--- src/rtl/iav_pkg.sv ---
package iav_pkg;

  typedef enum logic [1:0] {
    KIND_NONE = 2'b00,
    KIND_ACK  = 2'b01,
    KIND_WR   = 2'b10,
    KIND_IDLE = 2'b11
  } kind_t;

  typedef enum logic [2:0] {
    ST_IDLE,
    ST_ACK_OP,
    ST_ACK_LO,
    ST_ACK_HI,
    ST_TRAP,
    ST_PUSH_HI,
    ST_PUSH_LO
  } state_t;

  // restart code: bits 7:6 and 2:0 all ones
  function automatic logic is_restart(input logic [7:0] b);
    return (b[7:6] == 2'b11) && (b[2:0] == 3'b111);
  endfunction

  // slot number carried in a restart code
  function automatic logic [2:0] restart_slot(input logic [7:0] b);
    return b[5:3];
  endfunction

  // stack address of a pre-decremented push
  function automatic logic [15:0] push_addr(input logic [15:0] sp);
    return sp - 16'd1;
  endfunction

endpackage

--- src/rtl/iav_ctrl.sv ---
module iav_ctrl
  import iav_pkg::*;
#(
  parameter int DW = 8,
  parameter logic [DW-1:0] CALL_OP = 8'hCD
) (
  input  logic          clk,
  input  logic          rst_n,
  input  logic          start_i,
  input  logic          trap_i,
  input  logic          req_done_i,
  input  logic [DW-1:0] ack_byte_i,
  output state_t        state_o,
  output logic          accept_o,
  output logic          op_restart_o,
  output logic          op_bad_o,
  output logic          lo_fire_o,
  output logic          hi_fire_o,
  output logic          push_hi_fire_o,
  output logic          push_lo_fire_o
);

  state_t state_q, state_d;
  logic   fire, op_fire, op_call;

  assign fire           = req_done_i && (state_q != ST_IDLE);
  assign accept_o       = (state_q == ST_IDLE) && start_i;
  assign op_fire        = fire && (state_q == ST_ACK_OP);
  assign op_restart_o   = op_fire && is_restart(ack_byte_i[7:0]);
  assign op_call        = op_fire && !is_restart(ack_byte_i[7:0]) && (ack_byte_i == CALL_OP);
  assign op_bad_o       = op_fire && !op_restart_o && !op_call;
  assign lo_fire_o      = fire && (state_q == ST_ACK_LO);
  assign hi_fire_o      = fire && (state_q == ST_ACK_HI);
  assign push_hi_fire_o = fire && (state_q == ST_PUSH_HI);
  assign push_lo_fire_o = fire && (state_q == ST_PUSH_LO);

  always_comb begin
    state_d = state_q;
    unique case (state_q)
      ST_IDLE:    if (start_i) state_d = trap_i ? ST_TRAP : ST_ACK_OP;
      ST_ACK_OP:  if (fire) begin
                    if (op_restart_o)  state_d = ST_PUSH_HI;
                    else if (op_call)  state_d = ST_ACK_LO;
                    else               state_d = ST_IDLE;
                  end
      ST_ACK_LO:  if (fire) state_d = ST_ACK_HI;
      ST_ACK_HI:  if (fire) state_d = ST_PUSH_HI;
      ST_TRAP:    if (fire) state_d = ST_PUSH_HI;
      ST_PUSH_HI: if (fire) state_d = ST_PUSH_LO;
      ST_PUSH_LO: if (fire) state_d = ST_IDLE;
      default:    state_d = ST_IDLE;
    endcase
  end

  always_ff @(posedge clk) begin
    if (!rst_n) state_q <= ST_IDLE;
    else        state_q <= state_d;
  end

  assign state_o = state_q;

  // low address byte is always followed by the high byte fetch
  p_call_hi_after_lo_r4: assert property (@(posedge clk) disable iff (!rst_n)
    lo_fire_o |=> (state_o == ST_ACK_HI));

endmodule

--- src/rtl/iav_dpath.sv ---
module iav_dpath
  import iav_pkg::*;
#(
  parameter int DW = 8,
  parameter int AW = 16,
  parameter logic [AW-1:0] TRAP_VEC = 16'h0024
) (
  input  logic          clk,
  input  logic          rst_n,
  input  logic [AW-1:0] pc_i,
  input  logic [AW-1:0] sp_i,
  input  logic          trap_i,
  input  logic          accept_i,
  input  logic          op_restart_i,
  input  logic          op_bad_i,
  input  logic          lo_fire_i,
  input  logic          hi_fire_i,
  input  logic          push_hi_fire_i,
  input  logic          push_lo_fire_i,
  input  logic [DW-1:0] ack_byte_i,
  output logic [AW-1:0] ret_pc_o,
  output logic [AW-1:0] wr_addr_o,
  output logic          done_o,
  output logic          err_o,
  output logic [AW-1:0] new_pc_o,
  output logic [AW-1:0] new_sp_o
);

  logic [AW-1:0] ret_pc_q, sp_q, tgt_q, new_pc_q, new_sp_q;
  logic          done_q, err_q;
  logic [AW-1:0] rst_vec;

  assign rst_vec   = AW'(restart_slot(ack_byte_i[7:0])) << 3;
  assign wr_addr_o = push_addr(sp_q);

  always_ff @(posedge clk) begin
    if (!rst_n) begin
      ret_pc_q <= '0;
      sp_q     <= '0;
      tgt_q    <= '0;
    end else begin
      if (accept_i) begin
        ret_pc_q <= pc_i;
        sp_q     <= sp_i;
        tgt_q    <= TRAP_VEC;
      end
      if (op_restart_i)                    tgt_q <= rst_vec;
      if (lo_fire_i)                       tgt_q <= {tgt_q[AW-1:DW], ack_byte_i};
      if (hi_fire_i)                       tgt_q <= {ack_byte_i, tgt_q[DW-1:0]};
      if (push_hi_fire_i || push_lo_fire_i) sp_q  <= push_addr(sp_q);
    end
  end

  always_ff @(posedge clk) begin
    if (!rst_n) begin
      done_q   <= 1'b0;
      err_q    <= 1'b0;
      new_pc_q <= '0;
      new_sp_q <= '0;
    end else begin
      done_q <= push_lo_fire_i || op_bad_i;
      if (push_lo_fire_i) begin
        err_q    <= 1'b0;
        new_pc_q <= tgt_q;
        new_sp_q <= push_addr(sp_q);
      end else if (op_bad_i) begin
        err_q    <= 1'b1;
        new_pc_q <= ret_pc_q;
        new_sp_q <= sp_q;
      end
    end
  end

  assign ret_pc_o = ret_pc_q;
  assign done_o   = done_q;
  assign err_o    = err_q;
  assign new_pc_o = new_pc_q;
  assign new_sp_o = new_sp_q;

  // completion is a single-cycle pulse
  p_done_pulse_r9: assert property (@(posedge clk) disable iff (!rst_n)
    done_q |=> !done_q);

  // an error completion hands back the untouched PC and SP
  p_err_keeps_state_r7: assert property (@(posedge clk) disable iff (!rst_n)
    (done_q && err_q) |-> (new_pc_q == ret_pc_q) && (new_sp_q == sp_q));

endmodule

--- src/rtl/iav_req.sv ---
module iav_req
  import iav_pkg::*;
#(
  parameter int DW = 8,
  parameter int AW = 16
) (
  input  state_t        state_i,
  input  logic [AW-1:0] ret_pc_i,
  input  logic [AW-1:0] wr_addr_i,
  output logic          valid_o,
  output kind_t         kind_o,
  output logic [AW-1:0] addr_o,
  output logic [DW-1:0] data_o
);

  always_comb begin
    valid_o = 1'b1;
    kind_o  = KIND_NONE;
    addr_o  = ret_pc_i;
    data_o  = '0;
    unique case (state_i)
      ST_ACK_OP, ST_ACK_LO, ST_ACK_HI: kind_o = KIND_ACK;
      ST_TRAP:    kind_o = KIND_IDLE;
      ST_PUSH_HI: begin
        kind_o = KIND_WR;
        addr_o = wr_addr_i;
        data_o = ret_pc_i[AW-1:DW];
      end
      ST_PUSH_LO: begin
        kind_o = KIND_WR;
        addr_o = wr_addr_i;
        data_o = ret_pc_i[DW-1:0];
      end
      default: begin
        valid_o = 1'b0;
        addr_o  = '0;
      end
    endcase
  end

endmodule

--- src/rtl/iav_seq.sv ---
module iav_seq
  import iav_pkg::*;
#(
  parameter int DW = 8,
  parameter logic [DW-1:0] CALL_OP = 8'hCD,
  parameter logic [2*DW-1:0] TRAP_VEC = 16'h0024
) (
  input  logic            clk,
  input  logic            rst_n,
  input  logic            start_i,
  input  logic            trap_i,
  input  logic [2*DW-1:0] pc_i,
  input  logic [2*DW-1:0] sp_i,
  output logic            req_valid_o,
  output logic [1:0]      req_kind_o,
  output logic [2*DW-1:0] req_addr_o,
  output logic [DW-1:0]   req_data_o,
  input  logic            req_done_i,
  input  logic [DW-1:0]   ack_data_i,
  output logic            busy_o,
  output logic            done_o,
  output logic            err_o,
  output logic [2*DW-1:0] new_pc_o,
  output logic [2*DW-1:0] new_sp_o
);

  localparam int AW = 2 * DW;

  state_t        state_w;
  kind_t         kind_w;
  logic          accept_w, op_restart_w, op_bad_w, lo_fire_w, hi_fire_w;
  logic          push_hi_fire_w, push_lo_fire_w;
  logic [AW-1:0] ret_pc_w, wr_addr_w;
  logic          trap_path_q;

  iav_ctrl #(.DW(DW), .CALL_OP(CALL_OP)) u_ctrl (
    .clk(clk), .rst_n(rst_n), .start_i(start_i), .trap_i(trap_i),
    .req_done_i(req_done_i), .ack_byte_i(ack_data_i),
    .state_o(state_w), .accept_o(accept_w), .op_restart_o(op_restart_w),
    .op_bad_o(op_bad_w), .lo_fire_o(lo_fire_w), .hi_fire_o(hi_fire_w),
    .push_hi_fire_o(push_hi_fire_w), .push_lo_fire_o(push_lo_fire_w)
  );

  iav_dpath #(.DW(DW), .AW(AW), .TRAP_VEC(TRAP_VEC)) u_dpath (
    .clk(clk), .rst_n(rst_n), .pc_i(pc_i), .sp_i(sp_i), .trap_i(trap_i),
    .accept_i(accept_w), .op_restart_i(op_restart_w), .op_bad_i(op_bad_w),
    .lo_fire_i(lo_fire_w), .hi_fire_i(hi_fire_w),
    .push_hi_fire_i(push_hi_fire_w), .push_lo_fire_i(push_lo_fire_w),
    .ack_byte_i(ack_data_i), .ret_pc_o(ret_pc_w), .wr_addr_o(wr_addr_w),
    .done_o(done_o), .err_o(err_o), .new_pc_o(new_pc_o), .new_sp_o(new_sp_o)
  );

  iav_req #(.DW(DW), .AW(AW)) u_req (
    .state_i(state_w), .ret_pc_i(ret_pc_w), .wr_addr_i(wr_addr_w),
    .valid_o(req_valid_o), .kind_o(kind_w), .addr_o(req_addr_o),
    .data_o(req_data_o)
  );

  assign req_kind_o = kind_w;
  assign busy_o     = (state_w != ST_IDLE);

  // remembers which path the current sequence took, for the checks below
  always_ff @(posedge clk) begin
    if (!rst_n)        trap_path_q <= 1'b0;
    else if (accept_w) trap_path_q <= trap_i;
  end

  // nothing is requested outside a sequence
  p_idle_quiet_r1: assert property (@(posedge clk) disable iff (!rst_n)
    !busy_o |-> !req_valid_o);

  // an unfinished request holds its fields
  p_req_hold_r8: assert property (@(posedge clk) disable iff (!rst_n)
    (req_valid_o && !req_done_i) |=>
      (req_valid_o && $stable(req_kind_o) && $stable(req_addr_o) && $stable(req_data_o)));

  // the low-byte write follows at the next lower stack address
  p_push_order_r5: assert property (@(posedge clk) disable iff (!rst_n)
    push_hi_fire_w |=>
      (req_valid_o && req_kind_o == KIND_WR && req_addr_o == $past(req_addr_o) - 1'b1));

  // a trap sequence never acknowledges the device
  p_trap_no_ack_r6: assert property (@(posedge clk) disable iff (!rst_n)
    (trap_path_q && req_valid_o) |-> (req_kind_o != KIND_ACK));

endmodule

--- config.mk ---
export PLATFORM = sky130hd
export DESIGN_NAME = iav_seq
export DESIGN_NICKNAME = d
export VERILOG_FILES = /design/src/rtl/iav_pkg.sv /design/src/rtl/iav_ctrl.sv /design/src/rtl/iav_dpath.sv /design/src/rtl/iav_req.sv /design/src/rtl/iav_seq.sv
export SDC_FILE = /design/constraint.sdc
export NUM_CORES = 1
export LEC_CHECK = 0
export BUFFER_PORTS_ARGS = -buffer_cell sky130_fd_sc_hd__buf_2
export CAP_MARGIN = 20
export CORE_UTILIZATION = 38
export DETAILED_ROUTE_END_ITERATION = 10
export PLACE_DENSITY = 0.67
export SYNTH_ARGS = -nofsm -noshare
export SYNTH_HDL_FRONTEND = slang
export SYNTH_SLANG_ARGS = --single-unit
export TNS_END_PERCENT = 1
--- constraint.sdc ---
create_clock -name clk -period 3.3 [get_ports clk]
set_input_delay 0.33 -clock clk [delete_from_list [all_inputs] [get_ports clk]]
set_output_delay 0.33 -clock clk [all_outputs]
set_load 0.01 [all_outputs]
-- Word-level counts from Yosys, hierarchy flattened
Index checks and enable logic that the tools add are counted.
- equal/unequal tests: 16
- bitwise logic cells: 2
- $add $sub $neg: 1
- reductions and logical operators: 33
- muxes and demuxes: 24
- operator list (cell ; count):
    2-to-1 mux 16 bit ; 10
    one-hot mux 16 bit (2 select lines) ; 1
    2-to-1 mux 3 bit ; 8
    one-hot mux 3 bit (6 select lines) ; 1
    one-hot mux 8 bit (2 select lines) ; 1
    subtractor 16 x 1 -> 16 bit, second input constant ; 1
    logical AND 1 bit ; 13
    == test 3 bit, second input constant ; 4
    inequality test 2 x 1 -> 1 bit, second input constant ; 6
    nonzero test 3 bit ; 3
    == test 8 bit, second input constant ; 1
    == test 3 x 2 -> 1 bit, second input constant ; 2
    one-hot mux 2 bit (3 select lines) ; 1
    AND reduction 6 bit ; 1
    OR reduction 2 bit ; 3
    OR reduction 6 bit ; 1
    AND reduction 2 bit ; 2
    nonzero test 2 bit ; 2
    OR reduction 4 bit ; 1
    == test 3 x 1 -> 1 bit, second input constant ; 1
    zero test 1 bit ; 3
    zero test 3 bit ; 1
    OR reduction 3 bit ; 1
    == test 2 bit, second input constant ; 1
    other kinds (5) ; 7
- bits in registers: 85
- output and inout port bits: 62

-- Depth between registers and ports, before layout
Gate-level depths: netlist (run 1).
- word-level depth: 9
- mapped depth: 8

-- Cells and area by module
A second synthesis (run 1) with hierarchy kept.
- cell total of the unflattened synthesis: 601
- area, all modules: 5066.1 sq um
- by module, submodules not included (module ; area an instance (sq um) ; cells an instance ; instances):
    iav_dpath ; 3917.5 ; 445 ; 1
    iav_req ; 807.0 ; 113 ; 1
    iav_ctrl ; 335.3 ; 42 ; 1
    iav_seq ; 6.3 ; 1 ; 1

-- Worst setup path before layout (run 1)
OpenSTA, ideal clock, no wires.
- path type: flip-flop to output port
- from: register u_dpath.sp_q[0]
- to: output req_addr_o[14]
- data arrival time: 2041 ps
- required time: 2970 ps
- stages on the path, launching flop included: 8
- buffers on the path: 1
- slack: 929 ps
- cell sequence: dfxtp_1 > buf_2 > inv_1 > ha_1 > or3b_2 > nor4_2 > xnor2_1 > o21ai_0
- cells in the longest elaborated chain, start to end: 2
- ends and longest elaborated chain (item ; RTL line ; RTL):
    start: declaration ; iav_dpath.sv:29 ; logic [AW-1:0] ret_pc_q, sp_q, tgt_q, new_pc_q, new_sp_q;
    start signal: assignment ; iav_dpath.sv:44 ; sp_q <= sp_i;
    start signal: assignment ; iav_dpath.sv:50 ; if (push_hi_fire_i || push_lo_fire_i) sp_q <= push_addr(sp_q);
    subtractor 16 x 1 -> 16 bit ; iav_pkg.sv:32 ; return sp - 16'd1;
    one-hot mux 16 bit (2 select lines) ; iav_req.sv:21 ; unique case (state_i)
    end: declaration ; iav_seq.sv:16 ; output logic [2*DW-1:0] req_addr_o,
No other way between the ends.

-- Worst setup path in the final report (run 1)
Same ends and word-level chain as after synthesis.

==> out/metrics.cfg, run 1 <==
[clock_tree]
post_cts_buffers = 0
cts_tree = done
htreeDepth = 3
clk_pin_slew_ps = 100
cts_sinks = 85
ctsLongestPathBuffers = 2
ctsResizeCount = 0
cts_root_buffer = clkbuf_8
clock_latency_ps = 360
cts_buffers = 9
hold_buffers = 0

[timing]
final.setup.tns_ps = 0
relSlewSlack_pct = 42.0
max_clock_freq_mhz = 321
slew_violations = 0
timing.hold.ws_ps = 199
skew_ps = 10.2
timing.final.crit_share_pct = 94.5
hold_viol_final = 0
finalCriticalPeriod_ps = 3120
rsz0062_at_grt = false
finalSetupViolCount = 0
worst_pin_slew_ps = 864

[finish]
drive_above_1_share_pct = 22.8
multi_input_area_mm2 = 0.00223
nNetsFinal = 673
regArea_mm2 = 0.00170
area_delta_synth_final_pct = 19.6
fill_cells = 1107
diodes = 0

[logic_synthesis]
synthArstFlopShare_pct = 0
yosysSeqAreaShare_pct = 40.8
ys_types = 53
ys_top_cells_by_count = 85 x dfxtp_1, 85 x nand2_1, 67 x a21oi_1
syn_inst = 547
synthesis.nets = 593
yosys-top-cells-area = dfxtp_1 41%, a21oi_1 8.0%, nand2_1 7.6%
yosys.area.top_type = dfxtp_1
synth_warnings = 0
synth_top_area_share_pct = 40.8
postSynthAreaPerCell_um2 = 7.63
synth_edf_count = 0
ys_ff_latch = 85
ys.flop_type = dfxtp_1
netlist_area_mm2 = 0.00417

[global_routing]
grt_pass1_vias = 4060
antenna_found_initial = 0
grt_pass1_wl_mm = 21.3
grt_start_max_net_pins = 46
track_usage_pct = 24.1
overflow = 0

[placed_design]
dp_hpwl_mm = 9.88
globalplace.congestion = 0.949
port_buffers = 106

[critical_path]
cp_top_family = simple AND/OR/NAND/NOR gates
critPathMaxFanout = 9
reg2reg_to = u_dpath.sp_q[14]
critPathCaptureType = primary output
critPathMaxStageDelay_ps = 550
cp_slowest_cell = or3b_2
criticalPathCategory = flip-flop to primary output
cp_data_arrival_time_ps = 2790
reg2reg_from = u_dpath.sp_q[0]
critPathLaunch = u_dpath.sp_q[0]
crit_required_ps = 2970
crit_end = req_addr_o[14]
r2r_slack_ps = 770
cp.buffers_inverters = 2
rr_worst_depth = 7
cp_cell_sequence = inv_1, ha_1, or3b_2, nor4_2, xnor2_1, o21ai_0, buf_2
cp-start-kind = flip-flop
crit_cells = 7

[power]
p_sw_uw = 862
p_leak_uw = 0.00200
seqPwrFrac_pct = 45.2
p_int_uw = 1750
ir_worst_vdd_mv = 0.181
switching_share_pct = 33.0
p_comb_share_pct = 22.9
power_density_mw_per_mm2 = 523
clock_power_share_pct = 31.9

[outcome]
outcome = finished clean

[route]
drtAntennaViolNets = 0
vias = 4486
wl_per_cell_um = 17.9
drt-vias-per-instance = 5.84
drc_errors = 0
drtIter0Drc = 474
first_pass_iters = 5
routed_wl_mm = 13.8

[die]
die-area_mm2 = 0.0114
num_io_pins = 107
coreArea_mm2 = 0.0105
die_w_um = 107
rows = 37
die_height_um = 107
initial_core_util_pct = 39.9

[min_path]
min_path_type = primary input to flip-flop
holdPathStages = 3

[job]
cap_viol_max_count = 0

-- how the worst min path moves through the flow --
stage	slack [ps]	to	from
final	200	u_dpath.ret_pc_o[9]	pc_i[9]
after global routing	200	u_dpath.ret_pc_o[8]	pc_i[8]
after CTS	200	u_dpath.ret_pc_o[9]	pc_i[9]
after detailed placement	440	u_dpath.new_pc_o[1]	u_dpath.new_pc_o[1]
after global placement	440	u_dpath.new_sp_o[6]	u_dpath.new_sp_o[6]
after floorplan	450	u_dpath.tgt_q[3]	u_dpath.tgt_q[3]
-- state kept, by name, summed over array words and instances (netlist names) --
name and count:
u_ctrl.state_o 3, u_dpath.ret_pc_o 16, u_dpath.new_sp_o 16, u_dpath.done_o 1, u_dpath.new_pc_o 16, u_dpath.tgt_q 16, u_dpath.sp_q 16, u_dpath.err_o 1
-- through the flow --
stage | area (um^2) | total power (uW) | setup slack, ps | utilization (%) | std cells
floorplan | 4170 | 1580 | 929 | - | 547
global placement | 4760 | 1780 | 694 | 45.5 | 751
detailed placement | 4760 | 1790 | 630 | 45.5 | 751
CTS | 4980 | 2610 | 204 | 47.6 | 767
global route | 4990 | 2730 | 88.0 | 47.7 | 768
finish | 4990 | 2610 | 182 | 47.7 | 768
-- power groups by stage --
stage / logic (uW) / registers [uW] / clock network (uW)
after CTS: 591 / 1180 / 838
final: 598 / 1180 / 832
after detailed placement: 588 / 1200 / 0
after floorplan: 432 / 1150 / 0
after global routing: 652 / 1190 / 892
after global placement: 583 / 1200 / 0
-- tightest hold or removal path, delay by kind of cell --
family	cells	cell delay, ps
buffers and inverters	1	100
AND/OR/NAND/NOR	1	50
AO/OA/AOI/OAI	1	50
-- area by class of cell --
cell class / instances / area share [%]
Timing Repair Buffer: 119 / 12.6
Clock buffer: 10 / 2.56
Sequential cell: 85 / 34.1
Tap cell: 136 / 3.41
Inverter: 10 / 0.752
Clock inverter: 6 / 1.83
Multi-Input combinational cell: 402 / 44.8
-- kinds of logic (layout without fill, tap and decap cells) --
| group | count (synthesis) | count (layout) | synth area share, % |
|---|---|---|---|
| adders and majority gates | 1 | 1 | 0.300 |
| AOI/OAI and AO/OA | 189 | 189 | 28.4 |
| buffers and inverters | 60 | 145 | 5.76 |
| and+or+nand+nor | 196 | 196 | 21.4 |
| xor gates and xnor gates | 16 | 16 | 3.36 |
| DFF | 85 | 85 | 40.8 |
-- placed cells by master (no fill, tap or decap), types with 9 or more instances in the layout --
master,instances
buf_2,106
nand2_1,85
dfxtp_1,85
a21oi_1,67
nor2_1,54
o21ai_0,38
a22oi_1,33
nor3_1,15
buf_4,13
xnor2_1,10
inv_1,9
clkbuf_8,9
-- metal layers --
metal | track usage, % | wire length (um)
met1 | 34.7 | 6200
met4 | 11.4 | 345
met3 | 2.86 | 1160
met5 | 0 | 0
met2 | 35.7 | 6070
Power figures use the tool's default switching activity.
==> inputs of run 2 (changes only) <==
- ABC_AREA: default -> 1
- CORE_MARGIN: default -> 4
- PLACE_DENSITY: 0.67 -> 0.66
==> out/metrics.cfg, run 2 <==
[clock_tree]
cts_tree = done
clock_latency_ps = 340  ; -20 ps
htreeDepth = 3  ; unchanged
cts_buffers = 9  ; unchanged
hold_buffers = 0  ; unchanged
ctsLongestPathBuffers = 2  ; unchanged
post_cts_buffers = 0  ; unchanged
cts_root_buffer = clkbuf_16
cts_sinks = 85  ; unchanged
clk_pin_slew_ps = 70  ; -30 ps
ctsResizeCount = 0  ; unchanged

[global_routing]
track_usage_pct = 22.3  ; -1.9 points
grtUsageMet1_pct = 32.4  ; -2.3 points
busiest_layer = met2
grt_util_met3_pct = 4.46  ; +1.6 points
grt_pass1_wl_mm = 23.1  ; +8.7%
overflow = 0  ; unchanged
grt_start_max_net_pins = 56  ; +22%
grt_pass1_vias = 4454  ; +9.7%
antenna_found_initial = 0  ; unchanged
grtUsageMet2_pct = 33.4  ; -2.3 points

[logic_synthesis]
syn_inst = 654  ; +20%
synth_xor_area_share_pct = 0.616  ; -2.7 points
ys_ff_latch = 85  ; unchanged
ys_top_cells_by_count = 170 x nand2_1, 88 x nor2_1, 85 x dfxtp_1
netlist_area_mm2 = 0.00427  ; +2.2%
ys_types = 30  ; -43%
synthesis.nets = 700  ; +18%
yosys-top-cells-area = dfxtp_1 40%, nand2_1 15%, nor2_1 7.7%
yosysMostFrequentCell = nand2_1
yosys.area.top_type = dfxtp_1
synth_top_family_by_area = simple AND/OR/NAND/NOR gates
yosysSeqAreaShare_pct = 39.9  ; -0.89 points
synth_edf_count = 0  ; unchanged
synth_compound_area_share_pct = 18.9  ; -9.5 points
synth-simple-area-share_pct = 30.7  ; +9.3 points
synth_top_area_share_pct = 39.9  ; -0.89 points
yosys-mux-area-fraction_pct = 0  ; unchanged
synthArstFlopShare_pct = 0  ; unchanged
synth_fa_ha_area_share_pct = 0.293  ; -0.0065 points
synth_warnings = 0  ; unchanged
postSynthAreaPerCell_um2 = 6.52  ; -15%
ys.flop_type = dfxtp_1

[route]
first_pass_iters = 4  ; -1
drtIter0Drc = 413  ; -13%
wl_per_cell_um = 16.1  ; -10%
drtAntennaViolNets = 0  ; unchanged
vias = 4703  ; +4.8%
drc_errors = 0  ; unchanged
drt-vias-per-instance = 5.27  ; -9.7%
routed_wl_mm = 14.4  ; +4.5%

[finish]
nNetsFinal = 793  ; +18%
drive_above_1_share_pct = 19.8  ; -3.0 points
area_delta_synth_final_pct = 20.7
diodes = 0  ; unchanged
multi_input_area_mm2 = 0.00216  ; -3.5%
fill_cells = 1125  ; +1.6%
utilization_pct = 47.1  ; -0.62 points
final_common_cell = nand2_1
fin_cells = 892  ; +16%
regArea_mm2 = 0.00170  ; unchanged
final_cell_mix = 170 x nand2_1, 106 x buf_2, 88 x nor2_1

[die]
initial_core_util_pct = 39.0  ; -0.88 points
rows = 38  ; +2.7%
die_height_um = 114  ; +6.7%
die_w_um = 114  ; +6.7%
die-area_mm2 = 0.0130  ; +14%
num_io_pins = 107  ; unchanged
coreArea_mm2 = 0.0109  ; +4.5%

[outcome]
outcome = finished clean

[critical_path]
criticalPathCategory = flip-flop to primary output
critPathMaxFanout = 5  ; -4
critPathCaptureType = primary output
critPathLaunch = u_dpath.sp_q[0]
reg2reg_from = u_ctrl.state_o[0]
cp-start-kind = flip-flop
rr_worst_depth = 9  ; +2
crit_end = req_addr_o[6]
r2r_slack_ps = 1360  ; +590 ps
reg2reg_to = u_dpath.new_sp_o[0]
crit_required_ps = 2970  ; about the same
cp_data_arrival_time_ps = 2140  ; -650 ps

[timing]
timing.final.crit_share_pct = 74.7  ; -20 points
finalCriticalPeriod_ps = 2470  ; -652 ps
relSlewSlack_pct = 42.9  ; +0.97 points
hold_viol_final = 0  ; unchanged
max_clock_freq_mhz = 406  ; +26%
finalSetupViolCount = 0  ; unchanged
skew_ps = 8.65  ; -1.54 ps
worst_pin_slew_ps = 855  ; -8.82 ps
final.setup.tns_ps = 0  ; unchanged
slew_violations = 0  ; unchanged
rsz0062_at_grt = false

[job]
cap_viol_max_count = 0  ; unchanged

[power]
ir_worst_vdd_mv = 0.334  ; +85%
p_leak_uw = 0.00248  ; +24%
power_density_mw_per_mm2 = 738  ; +41%

[placed_design]
port_buffers = 106  ; unchanged
dp_cells = 876  ; +17%
globalplace.congestion = 0.991  ; +4.5%
dp_hpwl_mm = 10.7  ; +8.2%

[min_path]
min_path_type = primary input to flip-flop

==> run 2: cell types whose count changed after synthesis, moves of 12 or more <==
cell / delta
a21oi_1: -14
a22oi_1: -33
clkbuf_1: -30
inv_1: +48
nand2_1: +85
nand3_1: +28
nor2_1: +33
o21ai_0: +21
o21ai_1: +12
o22ai_1: +13
==> run 2: cell type report <==
class                           count  share of cell area, %
Multi-Input combinational cell    473                   41.9
Tap cell                          140                   3.40
Clock buffer                       10                   4.64
Inverter                           66                   4.81
Clock inverter                      6                   1.02
Timing Repair Buffer              112                   11.2
Sequential cell                    85                   33.1
==> run 2: power breakdown <==
part           internal (uW)  switching [uW]  total [uW]
clock network            543             448         990
logic                    457            1020        1480
registers               1200             126        1330
total                   2200            1600        3800
==> run 2: worst min-delay path by stage <==
stage / endpoint / cells past startpoint / start
3_3_place_gp: u_dpath.tgt_q[4] / 2 / u_dpath.tgt_q[4]
2_1_floorplan: u_dpath.tgt_q[15] / 2 / u_dpath.tgt_q[15]
4_1_cts: u_dpath.sp_q[7] / 3 / sp_i[7]
3_5_place_dp: u_dpath.tgt_q[4] / 2 / u_dpath.tgt_q[4]
6_report: u_dpath.sp_q[7] / 3 / sp_i[7]
5_1_grt: u_dpath.sp_q[7] / 3 / sp_i[7]
==> run 2: logic make-up (layout without fill, tap and decap cells) <==
kind of cell	Yosys count	after routing
flops	85	85
simple gates	316	316
buf+inv	96	194
xor+xnor	3	3
compound gates	153	153
fa+ha+maj	1	1
==> run 2: metal layers <==
| layer | share of wire (%) | wire, um |
|---|---|---|
| met5 | 0 | 0 |
| met4 | 1.9 | 269 |
| met3 | 7.8 | 1120 |
| met2 | 44 | 6300 |
| met1 | 47 | 6720 |
==> run 2: through the flow <==
stage | area [um^2] | power [uW] | hold WS, ps | setup slack, ps
after floorplan | 4270 | 2340 | 436 | 1560
after global placement | 4860 | 2770 | 452 | 1270
after detailed placement | 4860 | 2800 | 453 | 1240
after CTS | 5150 | 3790 | 244 | 856
after global routing | 5150 | 4060 | 268 | 654
final | 5150 | 3800 | 249 | 834
==> run 2: critical path, cell delays in order (launching register included) <==
cell and delay (ps):
dfxtp_1 330, inv_1 130, ha_1 200, nand3_1 170, nor2_1 300, nand2_1 110, and2_1 190, nand2_1 60
o21ai_0 120, buf_2 180
==> inputs of run 3 (changes only) <==
- clock period: 3.3 -> 2.5 ns (I/O delays scaled with it)
==> out/metrics.cfg, run 3 (synthesized netlist as in run 2, its figures left out) <==
[outcome]
outcome = finished clean

[critical_path]
cp_slowest_cell = dfxtp_1
cp.buffers_inverters = 3  ; +1
crit_required_ps = 2250  ; -720 ps
criticalPathCategory = flip-flop to primary output
cp-start-kind = flip-flop
critPathMaxFanout = 5  ; unchanged
cp_cell_sequence = inv_1, ha_1, nand3_2, inv_1, nand4_1, nand2_1, nand2_1, o21ai_0, buf_2
critPathCaptureType = primary output
cp_top_family = simple AND/OR/NAND/NOR gates
cp_data_arrival_time_ps = 2000  ; -140 ps
critPathMaxStageDelay_ps = 330  ; about the same

[placed_design]
placed_area_mm2 = 0.00486  ; unchanged
globalplace.congestion = 0.920  ; -7.2%
dp_hpwl_mm = 10.7  ; about the same
port_buffers = 106  ; unchanged

[timing]
final.setup.tns_ps = 0  ; unchanged
slew_violations = 0  ; unchanged
worst_pin_slew_ps = 563  ; -292 ps
finalSetupViolCount = 0  ; unchanged
max_clock_freq_mhz = 445
rsz0062_at_grt = false
relSlewSlack_pct = 62.5  ; +20 points
skew_ps = 6.03  ; -2.62 ps
finalCriticalPeriod_ps = 2250
timing.final.crit_share_pct = 89.8
hold_viol_final = 0  ; unchanged

[finish]
final_common_cell = nand2_1
area_delta_synth_final_pct = 20.9
nNetsFinal = 793  ; unchanged
fill_cells = 1158  ; +2.9%
diodes = 0  ; unchanged
final_cell_mix = 170 x nand2_1, 106 x buf_2, 87 x nor2_1
drive_above_1_share_pct = 19.9  ; +0.053 points
design_area_mm2 = 0.00516  ; +0.19%

[route]
wl_per_cell_um = 16.2  ; +0.38%
routed_wl_mm = 14.4  ; +0.15%
drtIter0Drc = 489  ; +18%
drtAntennaViolNets = 0  ; unchanged
vias = 4594  ; -2.3%
drt-vias-per-instance = 5.16  ; -2.1%
first_pass_iters = 5  ; +1
drc_errors = 0  ; unchanged

[job]
cap_viol_max_count = 0  ; unchanged

[global_routing]
overflow = 0  ; unchanged
grtUsageMet1_pct = 32.3  ; -0.15 points
grt_util_met3_pct = 5.31  ; +0.85 points
grt_pass1_wl_mm = 22.9  ; -0.95%
antenna_found_initial = 0  ; unchanged
track_usage_pct = 22.4  ; +0.12 points
grt_start_max_net_pins = 56  ; unchanged
grt_pass1_vias = 4338  ; -2.6%
grtUsageMet2_pct = 33.1  ; -0.31 points
busiest_layer = met2

[clock_tree]
cts_root_buffer = clkbuf_16
cts_tree = done
clk_pin_slew_ps = 60  ; about the same
ctsLongestPathBuffers = 2  ; unchanged
hold_buffers = 0  ; unchanged
htreeDepth = 3  ; unchanged
cts_buffers = 9  ; unchanged
post_cts_buffers = 0  ; unchanged
cts_sinks = 85  ; unchanged
clock_latency_ps = 340  ; about the same

[die]
die-area_mm2 = 0.0130  ; unchanged
die_w_um = 114  ; unchanged
initial_core_util_pct = 39.0  ; unchanged
num_io_pins = 107  ; unchanged
rows = 38  ; unchanged
die_height_um = 114  ; unchanged
coreArea_mm2 = 0.0109  ; unchanged

[power]
finalPower_uw = 5070  ; +34%
ir_worst_vdd_mv = 0.422  ; +26%
p_leak_uw = 0.00248  ; +0.18%
power_density_mw_per_mm2 = 984  ; +33%

[min_path]
min_path_type = primary input to flip-flop

-- run 3: what timing repair did --
item / CTS / global route
gates resized for setup: 0 / 4
setup endpoints to repair: 0 / 3
hold endpoints to repair: 0 / 0
-- run 3: path summary, 6_finish.rpt --
| path | from | endpoint | slack [ps] | depth (start not counted) |
|---|---|---|---|---|
| worst max register to register | u_ctrl.state_o[0] | u_dpath.new_sp_o[0] | 550 | 8 |
| worst max-delay path | u_dpath.sp_q[0] | req_addr_o[8] | 250 | 9 |
| worst min-delay path | sp_i[8] | u_dpath.sp_q[8] | 180 | 3 |
| worst min register to register | u_dpath.tgt_q[4] | u_dpath.tgt_q[4] | 460 | 2 |
-- run 3: where the power goes --
group,switching (uW),internal (uW),total [uW]
clock network,557,789,1350
logic,1370,612,1980
registers,165,1580,1750
total,2090,2980,5070
-- run 3: area by class of cell --
type | instances | area, um^2 | area share, %
clock inverters | 4 | 50.0 | 0.970
repair buffers | 112 | 576 | 11.2
inverters | 66 | 248 | 4.80
flip-flops and latches | 85 | 1700 | 33.0
well taps | 140 | 175 | 3.40
multi-input cells | 473 | 2170 | 42.0
clock buffers | 10 | 239 | 4.63
-- run 3: tightest hold or removal path: stages --
cell and delay (ps):
buf_2 70, a21oi_1 50, a21oi_1 110
-- run 3: stage by stage --
stage | setup WS [ps] | utilization, % | hold WS (ps) | cells
4_1_cts | 129 | 47.0 | 165 | 890
6_report | 254 | 47.2 | 179 | 890
3_3_place_gp | 549 | 44.4 | 452 | 876
3_5_place_dp | 499 | 44.4 | 455 | 876
2_1_floorplan | 838 | - | 398 | 654
5_1_grt | 64.2 | 47.2 | 200 | 890
-- run 3: metal layers --
layer	share of wire (%)	vias up
met5	0	-
met3	7.7	26
li1	-	2304
met2	42	186
met4	2.3	0
met1	48	2078
